`src/rtl/wake_pkg.sv`:
```
// Package: shared types for the serial wake-up detector.
// Assumes: nothing beyond standard SystemVerilog.
package wake_pkg;

    // Sequence progress of one wake attempt
    typedef enum logic [2:0] {
        WS_IDLE    = 3'd0,
        WS_WAIT_R1 = 3'd1,
        WS_WAIT_F2 = 3'd2,
        WS_WAIT_R2 = 3'd3,
        WS_SETTLE  = 3'd4
    } wake_state_t;

endpackage

```
`src/rtl/wake_in_sync.sv`:
```
// Module: wake_in_sync
// Multi-stage flop chain. Used both to bring the asynchronous serial inputs
// into the clk domain and to delay clk-domain signals by the same depth, so
// that both arrive aligned.
// Assumes: each bit of d is individually safe to synchronize (quasi-static
// around the serial edges).
module wake_in_sync #(
    parameter int W      = 1,
    parameter int STAGES = 2
) (
    input  logic         clk,
    input  logic         rst_n,
    input  logic [W-1:0] d,
    output logic [W-1:0] q
);

    logic [W-1:0] pipe [STAGES];

    for (genvar i = 0; i < STAGES; i++) begin : g_stage
        if (i == 0) begin : g_first
            // First stage: capture raw input
            always_ff @(posedge clk) begin
                if (!rst_n) pipe[i] <= '0;
                else        pipe[i] <= d;
            end
        end else begin : g_next
            // Later stages: shift along the chain
            always_ff @(posedge clk) begin
                if (!rst_n) pipe[i] <= '0;
                else        pipe[i] <= pipe[i-1];
            end
        end
    end

    assign q = pipe[STAGES-1];

endmodule

```
`src/rtl/wake_quiet_mon.sv`:
```
// Module: wake_quiet_mon
// Tracks whether the row/column buses stayed idle around a wake edge.
// pre_ok: at least QUIET_PRE consecutive idle cycles precede the current one.
// On start, a window covering the current cycle plus QUIET_POST following
// cycles is watched; any busy cycle sets post_bad until the next start.
// Assumes: idle is already aligned with the synchronized serial edges.
module wake_quiet_mon #(
    parameter int QUIET_PRE  = 4,
    parameter int QUIET_POST = 3
) (
    input  logic clk,
    input  logic rst_n,
    input  logic idle,
    input  logic start,
    output logic pre_ok,
    output logic hold_busy,
    output logic post_bad
);

    localparam int PRE_W  = $clog2(QUIET_PRE + 2);
    localparam int POST_W = $clog2(QUIET_POST + 2);
    localparam logic [PRE_W-1:0]  PRE_MAX  = PRE_W'(QUIET_PRE);
    localparam logic [POST_W-1:0] POST_LEN = POST_W'(QUIET_POST);

    logic [PRE_W-1:0]  run_q;
    logic [POST_W-1:0] hold_q;
    logic              bad_q;

    // Count consecutive idle cycles, saturating at QUIET_PRE
    always_ff @(posedge clk) begin
        if (!rst_n)          run_q <= '0;
        else if (!idle)      run_q <= '0;
        else if (run_q != PRE_MAX) run_q <= run_q + 1'b1;
    end

    // Watch the post window that opens at start
    always_ff @(posedge clk) begin
        if (!rst_n) begin
            hold_q <= '0;
            bad_q  <= 1'b0;
        end else if (start) begin
            hold_q <= POST_LEN;
            bad_q  <= !idle;
        end else if (hold_q != '0) begin
            hold_q <= hold_q - 1'b1;
            bad_q  <= bad_q | !idle;
        end
    end

    assign pre_ok    = (run_q == PRE_MAX);
    assign hold_busy = (hold_q != '0);
    assign post_bad  = bad_q;

endmodule

```
`src/rtl/wake_seq_fsm.sv`:
```
// Module: wake_seq_fsm
// Sequences one wake attempt from synchronized serial edges: qualifies the
// falling edge, checks the command at the next rising edge, takes the address
// at the selected rising edge, waits for the quiet window to close and then
// issues a one-cycle strobe.
// Assumes: addr_ignore, addr_late and dev_id are static during an attempt.
module wake_seq_fsm
    import wake_pkg::*;
#(
    parameter int ADDR_W = 6
) (
    input  logic              clk,
    input  logic              rst_n,
    input  logic              sck_fall,
    input  logic              sck_rise,
    input  logic              cmd_s,
    input  logic              sio_s,
    input  logic [ADDR_W-1:0] addr_s,
    input  logic              clk_stable,
    input  logic              addr_ignore,
    input  logic              addr_late,
    input  logic [ADDR_W-1:0] dev_id,
    input  logic              pre_ok,
    input  logic              hold_busy,
    input  logic              post_bad,
    output logic              accept,
    output logic              exit_pulse,
    output logic              exit_is_pdn
);

    wake_state_t       state_q, state_d;
    logic [ADDR_W-1:0] addr_cap_q, addr_cap_d;
    logic              skip_q, skip_d;
    logic              type_q, type_d;
    logic              fire_d;
    logic              pulse_q, pdn_q;

    // Next-state and capture decisions for the attempt
    always_comb begin
        state_d    = state_q;
        addr_cap_d = addr_cap_q;
        skip_d     = skip_q;
        type_d     = type_q;
        accept     = 1'b0;
        fire_d     = 1'b0;
        case (state_q)
            WS_IDLE: begin
                if (sck_fall && !cmd_s && clk_stable && pre_ok) begin
                    accept  = 1'b1;
                    type_d  = sio_s;
                    state_d = WS_WAIT_R1;
                end
            end
            WS_WAIT_R1: begin
                if (sck_rise) begin
                    if (!cmd_s) begin
                        state_d = WS_IDLE;
                    end else if (addr_ignore) begin
                        skip_d  = 1'b1;
                        state_d = WS_SETTLE;
                    end else if (!addr_late) begin
                        skip_d     = 1'b0;
                        addr_cap_d = addr_s;
                        state_d    = WS_SETTLE;
                    end else begin
                        state_d = WS_WAIT_F2;
                    end
                end
            end
            WS_WAIT_F2: begin
                if (sck_fall) state_d = WS_WAIT_R2;
            end
            WS_WAIT_R2: begin
                if (sck_rise) begin
                    skip_d     = 1'b0;
                    addr_cap_d = addr_s;
                    state_d    = WS_SETTLE;
                end
            end
            WS_SETTLE: begin
                if (!hold_busy) begin
                    fire_d  = !post_bad && (skip_q || (addr_cap_q == dev_id));
                    state_d = WS_IDLE;
                end
            end
            default: state_d = WS_IDLE;
        endcase
    end

    // Attempt state and captured fields
    always_ff @(posedge clk) begin
        if (!rst_n) begin
            state_q    <= WS_IDLE;
            addr_cap_q <= '0;
            skip_q     <= 1'b0;
            type_q     <= 1'b0;
        end else begin
            state_q    <= state_d;
            addr_cap_q <= addr_cap_d;
            skip_q     <= skip_d;
            type_q     <= type_d;
        end
    end

    // Registered strobe and held exit type
    always_ff @(posedge clk) begin
        if (!rst_n) begin
            pulse_q <= 1'b0;
            pdn_q   <= 1'b0;
        end else begin
            pulse_q <= fire_d;
            if (fire_d) pdn_q <= type_q;
        end
    end

    assign exit_pulse  = pulse_q;
    assign exit_is_pdn = pdn_q;

endmodule

```
`src/rtl/wake_seq_detect.sv`:
```
// Module: wake_seq_detect (top)
// Serial wake-up detector: synchronizes the serial wires, delays the bus-idle
// flag by the same depth, finds serial clock edges and drives the sequencer.
// Assumes: sck half period is many clk cycles longer than SYNC_STAGES+1, and
// row_bus/col_bus are in the clk domain.
module wake_seq_detect #(
    parameter int ADDR_W      = 6,
    parameter int ROW_W       = 3,
    parameter int COL_W       = 5,
    parameter int SYNC_STAGES = 2,
    parameter int QUIET_PRE   = 4,
    parameter int QUIET_POST  = 3
) (
    input  logic              clk,
    input  logic              rst_n,
    input  logic              sck,
    input  logic              cmd,
    input  logic              sio0,
    input  logic [ADDR_W-1:0] dev_addr,
    input  logic [ROW_W-1:0]  row_bus,
    input  logic [COL_W-1:0]  col_bus,
    input  logic              clk_stable,
    input  logic              addr_ignore,
    input  logic              addr_late,
    input  logic [ADDR_W-1:0] dev_id,
    output logic              exit_pulse,
    output logic              exit_is_pdn
);

    localparam int BUS_W = ADDR_W + 3;

    logic [BUS_W-1:0]  bus_s;
    logic              idle_raw, idle_s;
    logic              sck_s, cmd_s, sio_s;
    logic [ADDR_W-1:0] addr_s;
    logic              sck_prev;
    logic              sck_fall, sck_rise;
    logic              accept, pre_ok, hold_busy, post_bad;

    assign idle_raw = ~|row_bus & ~|col_bus;

    wake_in_sync #(.W(BUS_W), .STAGES(SYNC_STAGES)) u_sync_ser (
        .clk   (clk),
        .rst_n (rst_n),
        .d     ({sck, cmd, sio0, dev_addr}),
        .q     (bus_s)
    );

    wake_in_sync #(.W(1), .STAGES(SYNC_STAGES)) u_sync_idle (
        .clk   (clk),
        .rst_n (rst_n),
        .d     (idle_raw),
        .q     (idle_s)
    );

    assign {sck_s, cmd_s, sio_s, addr_s} = bus_s;

    // Previous synchronized serial clock for edge detection
    always_ff @(posedge clk) begin
        if (!rst_n) sck_prev <= 1'b0;
        else        sck_prev <= sck_s;
    end

    assign sck_fall = sck_prev & ~sck_s;
    assign sck_rise = ~sck_prev & sck_s;

    wake_quiet_mon #(.QUIET_PRE(QUIET_PRE), .QUIET_POST(QUIET_POST)) u_quiet (
        .clk       (clk),
        .rst_n     (rst_n),
        .idle      (idle_s),
        .start     (accept),
        .pre_ok    (pre_ok),
        .hold_busy (hold_busy),
        .post_bad  (post_bad)
    );

    wake_seq_fsm #(.ADDR_W(ADDR_W)) u_fsm (
        .clk         (clk),
        .rst_n       (rst_n),
        .sck_fall    (sck_fall),
        .sck_rise    (sck_rise),
        .cmd_s       (cmd_s),
        .sio_s       (sio_s),
        .addr_s      (addr_s),
        .clk_stable  (clk_stable),
        .addr_ignore (addr_ignore),
        .addr_late   (addr_late),
        .dev_id      (dev_id),
        .pre_ok      (pre_ok),
        .hold_busy   (hold_busy),
        .post_bad    (post_bad),
        .accept      (accept),
        .exit_pulse  (exit_pulse),
        .exit_is_pdn (exit_is_pdn)
    );

endmodule

```
`config.mk`:
```
export PLATFORM = sky130hd
export DESIGN_NAME = wake_seq_detect
export DESIGN_NICKNAME = d
export VERILOG_FILES = /design/src/rtl/wake_pkg.sv /design/src/rtl/wake_in_sync.sv /design/src/rtl/wake_quiet_mon.sv /design/src/rtl/wake_seq_fsm.sv /design/src/rtl/wake_seq_detect.sv
export SDC_FILE = /design/constraint.sdc
export NUM_CORES = 1
export LEC_CHECK = 0
export ABC_AREA = 0
export BUFFER_PORTS_ARGS = -buffer_cell sky130_fd_sc_hd__buf_4
export CELL_PAD_IN_SITES_DETAIL_PLACEMENT = 2
export CELL_PAD_IN_SITES_GLOBAL_PLACEMENT = 2
export CORE_MARGIN = 2
export CORE_UTILIZATION = 36
export DETAILED_ROUTE_END_ITERATION = 12
export HOLD_SLACK_MARGIN = 0.06
export PLACE_DENSITY = 0.82
export SYNTH_ARGS = -nofsm -noshare
export SYNTH_HDL_FRONTEND = slang
export SYNTH_SLANG_ARGS = --single-unit
```
`constraint.sdc`:
```
create_clock -name clk -period 2.59 [get_ports clk]
set_input_delay 0.259 -clock clk [delete_from_list [all_inputs] [get_ports clk]]
set_output_delay 0.259 -clock clk [all_outputs]
set_load 0.005 [all_outputs]
```
==> results of run 1 <==
## cells in the final DEF, fill, tap and decap left out, types with 4 or more instances in the layout
| cell | count |
|---|---|
| sky130_fd_sc_hd__nor3_1 | 5 |
| sky130_fd_sc_hd__and2_1 | 21 |
| sky130_fd_sc_hd__clkbuf_8 | 5 |
| sky130_fd_sc_hd__nor2_1 | 10 |
| sky130_fd_sc_hd__nor2b_1 | 9 |
| sky130_fd_sc_hd__inv_1 | 4 |
| sky130_fd_sc_hd__dfxtp_1 | 41 |
| sky130_fd_sc_hd__xnor2_1 | 4 |
| sky130_fd_sc_hd__buf_4 | 29 |
| sky130_fd_sc_hd__ha_1 | 4 |
| sky130_fd_sc_hd__nand2_1 | 11 |
| sky130_fd_sc_hd__mux2i_1 | 10 |
| sky130_fd_sc_hd__xor2_1 | 5 |
## per-stage QoR
| step | setup slack (ns) | power (W) | hold slack (ns) | cells | utilization, % |
|---|---|---|---|---|---|
| final | 0.700 | 0.00133 | 0.121 | 242 | 45.0 |
| after global routing | 0.512 | 0.00142 | 0.106 | 242 | 45.0 |
| after CTS | 0.670 | 0.00136 | 0.108 | 242 | 45.0 |
| after detailed placement | 0.682 | 0.000929 | 0.427 | 234 | 42.8 |
| after global placement | 0.864 | 0.000906 | 0.416 | 234 | 42.8 |
| after floorplan | 1.06 | 0.000851 | 0.335 | 160 | - |
## routing by layer
| layer | routed length, um | vias to the layer above |
|---|---|---|
| li1 | - | 584 |
| met1 | 1520 | 546 |
| met2 | 1670 | 26 |
| met3 | 187 | 6 |
| met4 | 40 | 0 |
| met5 | 0 | - |
## final cells by class
class                           instances  share of cell area (%)
Tap cell                               52                    3.37
Sequential cell                        41                    42.5
Clock buffer                            5                    3.56
Multi-Input combinational cell        108                    37.3
Inverter                                4                   0.778
Timing Repair Buffer                   29                    11.3
Clock inverter                          3                    1.17
## flip-flops by register name (all words and copies together), names as in the netlist, 2 cells and up
register	count
u_sync_ser.pipe	18
u_sync_idle.pipe	2
u_quiet.run_q	3
u_fsm.state_q	3
u_quiet.hold_q	3
u_fsm.addr_cap_q	6
## cell families after synthesis
group,share of synthesized area (%)
simple gates,25.5
buf+inv,3.22
xor+xnor,4.95
flops,51.5
mux,6.28
fa+ha+maj,3.14
compound gates,5.42
## power by group through the flow
stage	Sequential [W]	Clock, W	Combinational, W
4_1_cts	0.000692	0.000439	0.000226
5_1_grt	0.000698	0.000465	0.000255
2_1_floorplan	0.000700	0	0.000152
6_report	0.000692	0.000415	0.000219
3_3_place_gp	0.000704	0	0.000202
3_5_place_dp	0.000706	0	0.000222
## path summary, 6_finish.rpt
| path | end | slack [ns] | cells past startpoint |
|---|---|---|---|
| max | u_fsm.addr_cap_q[4] | 0.70 | 5 |
| min | u_sync_idle.pipe[0] | 0.12 | 2 |
| max reg2reg | u_fsm.addr_cap_q[4] | 0.70 | 5 |
| min reg2reg | u_sync_ser.pipe[1][8] | 0.44 | 1 |
==> load_flow_metrics.sql, run 1 <==
INSERT INTO impl_metrics (metric_group, metric, value, unit) VALUES
('route', 'vias_per_instance', '4.80', ''),
('die', 'io_pins', '30', ''),
('placed_design', 'place.gp.congestion', '0.695', ''),
('finish', 'antennaDiodeCount', '0', ''),
('synth', 'yosys_warnings', '0', ''),
('clock_network', 'cts.reportedPaths.clkPinSlew', '0.08', 'ns'),
('synth', 'seq_area_frac_synth', '51.5', '%'),
('global_route', 'grt_pass1_wl', '5870', 'um'),
('clock_network', 'clock_insertion_delay_worst_skew', '0.30', 'ns'),
('global_route', 'grt_pass1_vias', '1292', ''),
('synth', 'async_reset_ff_share', '0', '%'),
('finish', 'layout-drive-gt1-share', '21.6', '%'),
('critical_path', 'critical_path_buf_inv_count', '0', ''),
('timing', 'fin_setup_tns', '0', 'ns'),
('power', 'power_density', '687', 'mW/mm^2'),
('synth', 'synth-seq-cells', '41', ''),
('timing', 'slew_headroom', '68.3', '%'),
('timing', 'tightestPinTransition', '0.472', 'ns'),
('synth', 'syn_area', '0.00159', 'mm^2'),
('timing', 'finalClockSkew', '0.00332', 'ns'),
('global_route', 'groute.usage.overall', '15.4', '%'),
('timing', 'report.final.setup_viol', '0', ''),
('die', 'core_region_area', '0.00429', 'mm^2'),
('global_route', 'groute.layer.met2.usage', '26.2', '%'),
('route', 'vias', '1162', ''),
('timing', 'layout_worst_path_cycle_share', '73.0', '%'),
('synth', 'synth_top_flop_cell', 'sky130_fd_sc_hd__dfxtp_1', ''),
('min_path', 'timing.hold.worst.class', 'primary input to register', ''),
('power', 'netSwitchingPower', '0.000354', 'W'),
('synth', 'post_synth.cell_area_avg', '9.95', 'um^2'),
('synth', 'synth.top_cells.by_area', 'sky130_fd_sc_hd__dfxtp_1 (52%), sky130_fd_sc_hd__and2_1 (8.2%), sky130_fd_sc_hd__mux2i_1 (6.3%)', ''),
('route', 'initialDrtViolationCount', '28', ''),
('finish', 'num-nets-final', '221', ''),
('power', 'cellLeakagePower', '0.759', 'nW'),
('finish', 'layout.filler_cells', '474', ''),
('critical_path', 'timing.critical_path.fanout_max', '7', ''),
('critical_path', 'critical_path_required', '2.78', 'ns'),
('clock_network', 'clock_tree_from_tritoncts', 'yes', ''),
('synth', 'synth_fp_nets', '192', ''),
('clock_network', 'cts_max_path_buffers', '2', ''),
('synth', 'ys_types', '32', ''),
('timing', 'final-hold-violation-count', '0', ''),
('global_route', 'grt_remaining_overflow', '0', ''),
('synth', 'yosys-top-cells-count', 'sky130_fd_sc_hd__dfxtp_1 (41), sky130_fd_sc_hd__and2_1 (21), sky130_fd_sc_hd__nand2_1 (11)', ''),
('die', 'floorplan.rows', '24', ''),
('power', 'power_frac_clock', '31.3', '%'),
('clock_network', 'numCtsBuffers', '5', ''),
('status', 'result_of_the_run', 'completed', ''),
('clock_network', 'hold_buffers', '0', ''),
('synth', 'yosys.area.top_type', 'sky130_fd_sc_hd__dfxtp_1', ''),
('finish', 'final_design_area_no_fill', '0.00193', 'mm^2'),
('route', 'ant_nets', '0', ''),
('power', 'ir_drop', '0.000279', 'V'),
('die', 'dieArea', '0.00497', 'mm^2'),
('power', 'power.share.sequential', '52.2', '%'),
('timing', 'setup_repair_after_global_routing_missed_its_margin', 'no', ''),
('synth', 'synth_enable_flop_cells', '0', ''),
('global_route', 'antenna_found_initial', '0', ''),
('timing', 'timing_max_transition_violations_final', '0', ''),
('route', 'routedWlPerCell', '14.1', 'um'),
('placed_design', 'place.detailed.hpwl', '2590', 'um'),
('placed_design', 'dpl_cell_area', '0.00184', 'mm^2'),
('die', 'initial_core_utilization', '37.1', '%'),
('route', 'drcViolationCount', '0', ''),
('global_route', 'grtUsageMet1', '18.1', '%'),
('critical_path', 'critPathSlowestCell', 'sky130_fd_sc_hd__dfxtp_1', ''),
('critical_path', 'critical_path_arrival', '2.08', 'ns'),
('critical_path', 'critical_path_launch_point_type', 'register', ''),
('global_route', 'grtUsageMet3', '5.63', '%'),
('critical_path', 'timing.setup.critical_path_class', 'register to register', ''),
('finish', 'area_taken_by_multi_input_logic_gates', '721', 'um^2');
(Power assumes the default switching activity.)
==> run 2, diff against run 1 <==
Settings changed: CORE_UTILIZATION 36 to 33, PLACE_DENSITY 0.82 to 0.76.
Clock period 2.59 ns to 2 ns, I/O delays scaled along.
==> run 2 against run 1 <==
First-iteration DRC count shrank 21%. Via count is 3.6% higher. Critical path depth unchanged. Non-clock buffer count increased by 4. Clock skew up 0.0027 ns. Clock-buffer cell count unchanged. Highest routed layer unchanged.
==> load_flow_metrics.sql, run 2 (synthesis gave the netlist of run 1 again) <==
INSERT INTO impl_metrics (metric_group, metric, value, unit) VALUES
('finish', 'area_delta_synth_final', '23.6', '%'),
('finish', 'mostFrequentLayoutCell', 'sky130_fd_sc_hd__dfxtp_1', ''),
('die', 'dieArea', '0.00540', 'mm^2'),
('status', 'result_of_the_run', 'completed', ''),
('placed_design', 'place.detailed.hpwl', '2740', 'um'),
('timing', 'report.final.setup_viol', '0', ''),
('global_route', 'grt_remaining_overflow', '0', ''),
('timing', 'final-hold-violation-count', '0', ''),
('route', 'ant_nets', '0', ''),
('die', 'die_w', '73.5', 'um'),
('power', 'ir_drop', '0.000373', 'V'),
('power', 'cellLeakagePower', '0.780', 'nW'),
('global_route', 'grt_max_degree', '40', ''),
('route', 'detailroute.wirelength.met3', '145', 'um'),
('timing', 'slew_headroom', '74.1', '%'),
('critical_path', 'worstPathCellList', 'nand3b_1, nor3_1, and2_1, mux2i_1, nor2b_1', ''),
('die', 'dieHeight', '73.5', 'um'),
('power', 'comb_power_share', '18.7', '%'),
('critical_path', 'r2r.worst_path.cells', '5', ''),
('global_route', 'grt_pass1_vias', '1326', ''),
('route', 'met2WireLength', '2030', 'um'),
('flow_run', 'maxCapViolCount', '0', ''),
('critical_path', 'critical_path_required', '2.19', 'ns'),
('power', 'netSwitchingPower', '0.000490', 'W'),
('finish', 'layout.filler_cells', '510', ''),
('clock_network', 'cts.reportedPaths.clkPinSlew', '0.08', 'ns'),
('min_path', 'worstHoldStart', 'dev_addr[2]', ''),
('finish', 'regMostFlops', 'u_sync_ser.pipe', ''),
('timing', 'finalClockSkew', '0.00602', 'ns'),
('global_route', 'antenna_found_initial', '0', ''),
('clock_network', 'ctsRootBufferMaster', 'sky130_fd_sc_hd__clkbuf_8', ''),
('finish', 'antennaDiodeCount', '0', ''),
('clock_network', 'cts_max_path_buffers', '2', ''),
('die', 'core_region_area', '0.00469', 'mm^2'),
('route', 'highest_layer', 'met4', ''),
('route', 'vias', '1204', ''),
('timing', 'finalCriticalPeriod', '1.76', 'ns'),
('route', 'met1Wirelength', '1540', 'um'),
('critical_path', 'critPathMaxStageDelay', '0.46', 'ns'),
('critical_path', 'timing.rr.end', 'u_fsm.addr_cap_q[3]', ''),
('finish', 'mostFrequentLayoutCells', 'sky130_fd_sc_hd__dfxtp_1 (41), sky130_fd_sc_hd__buf_4 (31), sky130_fd_sc_hd__and2_1 (21)', ''),
('clock_network', 'numCtsBuffers', '5', ''),
('power', 'sw_frac_of_total', '27.6', '%'),
('finish', 'top_regs', 'u_sync_ser.pipe: 18 flops, u_fsm.addr_cap_q: 6 flops', ''),
('global_route', 'grt_pass1_wl', '6360', 'um'),
('route', 'vias_per_instance', '4.85', ''),
('clock_network', 'cts-htree-levels', '2', ''),
('route', 'initialDrtViolationCount', '22', ''),
('die', 'initial_core_utilization', '33.9', '%'),
('critical_path', 'reg2reg_from', 'u_fsm.state_q[0]', ''),
('die', 'floorplan.rows', '25', ''),
('critical_path', 'critPathCaptureType', 'register', ''),
('power', 'power_density', '901', 'mW/mm^2'),
('route', 'routedWlPerCell', '15.1', 'um'),
('global_route', 'groute.usage.overall', '15.3', '%'),
('critical_path', 'reg2reg_slack', '0.24', 'ns'),
('placed_design', 'place.gp.congestion', '0.695', ''),
('timing', 'fin_setup_tns', '0', 'ns'),
('min_path', 'timing.hold.worst.class', 'primary input to register', ''),
('min_path', 'hold_path_depth', '2', ''),
('finish', 'largest_register_ffs', '18', ''),
('finish', 'layout-drive-gt1-share', '22.2', '%'),
('timing', 'fmax', '570', 'MHz'),
('finish', 'num-nets-final', '225', ''),
('critical_path', 'critical_path_launch_point_type', 'register', ''),
('clock_network', 'clock_insertion_delay_worst_skew', '0.29', 'ns'),
('timing', 'timing_max_transition_violations_final', '0', ''),
('critical_path', 'timing.critical_path.fanout_max', '7', ''),
('placed_design', 'port-buffer-count', '29', ''),
('clock_network', 'clock_sink_count', '41', ''),
('route', 'first_pass_iters', '2', ''),
('min_path', 'hold_path_end', 'u_sync_ser.pipe[0][2]', ''),
('timing', 'layout_worst_path_cycle_share', '87.8', '%'),
('route', 'routed_wirelength', '3750', 'um'),
('critical_path', 'timing.setup.critical_path_class', 'register to register', ''),
('power', 'cell_internal_pwr', '0.00128', 'W'),
('critical_path', 'critPathSlowestCell', 'sky130_fd_sc_hd__dfxtp_1', ''),
('timing', 'setup_repair_after_global_routing_missed_its_margin', 'no', ''),
('clock_network', 'cts_resized', '0', ''),
('timing', 'tightestPinTransition', '0.387', 'ns'),
('power', 'power_frac_clock', '30.8', '%'),
('route', 'drcViolationCount', '0', ''),
('power', 'power.share.sequential', '50.6', '%'),
('clock_network', 'clock_tree_from_tritoncts', 'yes', ''),
('finish', 'final_core_occ', '41.9', '%'),
('critical_path', 'critical_path_arrival', '1.95', 'ns'),
('die', 'io_pins', '30', '');
[run 2: final cells by class]
| cell class | count | area (um^2) | area share [%] |
|---|---|---|---|
| sequential | 41 | 821 | 41.7 |
| multi-input combinational | 108 | 721 | 36.6 |
| timing repair buffer | 33 | 253 | 12.8 |
| clock buffer | 5 | 68.8 | 3.50 |
| tap | 54 | 67.6 | 3.43 |
| clock inverter | 3 | 22.5 | 1.14 |
| inverter | 4 | 15.0 | 0.763 |
[run 2: how the worst max path moves through the flow]
stage	from	end	slack (ns)	cells past startpoint
2_1_floorplan	u_sync_ser.pipe[1][8]	u_quiet.post_bad	0.47	6
3_3_place_gp	u_sync_ser.pipe[1][8]	u_quiet.hold_q[2]	0.39	4
3_5_place_dp	u_fsm.state_q[0]	u_fsm.addr_cap_q[3]	0.26	5
4_1_cts	u_fsm.state_q[0]	u_fsm.addr_cap_q[3]	0.24	5
5_1_grt	u_fsm.state_q[0]	u_fsm.addr_cap_q[1]	0.06	5
6_report	u_fsm.state_q[0]	u_fsm.addr_cap_q[3]	0.24	5
[run 2: through the flow]
step	setup WS [ns]	hold WS, ns	instances	power (W)	cell area (um^2)
finish	0.245	0.113	248	0.00177	1970
global route	0.0628	0.109	248	0.00188	1970
CTS	0.241	0.101	248	0.00180	1970
detailed placement	0.261	0.368	238	0.00123	1860
global placement	0.389	0.365	238	0.00120	1860
floorplan	0.475	0.276	160	0.00110	1590
[run 2: layer usage]
| layer | track usage [%] | vias up |
|---|---|---|
| li1 | - | 590 |
| met1 | 17.6 | 582 |
| met4 | 4.24 | 0 |
| met5 | 0 | - |
| met3 | 3.84 | 6 |
| met2 | 27.9 | 26 |
[run 2: worst max-delay path: cells and delay by family, from the launching register on]
family        cells  cell delay, ns
mux               1            0.24
simple gates      4            0.95
flops             1            0.46
[run 2: timing repair]
item	CTS	global route
buffers inserted	0	0
hold buffers	2	0
hold endpoints to repair	1	0
setup endpoints to repair	0	0
[run 2: power groups by stage]
| stage | Clock, W | Sequential (W) | Combinational (W) |
|---|---|---|---|
| 5_1_grt | 0.000595 | 0.000904 | 0.000377 |
| 2_1_floorplan | 0 | 0.000906 | 0.000196 |
| 4_1_cts | 0.000565 | 0.000898 | 0.000340 |
| 6_report | 0.000546 | 0.000897 | 0.000331 |
| 3_5_place_dp | 0 | 0.000916 | 0.000317 |
| 3_3_place_gp | 0 | 0.000911 | 0.000289 |
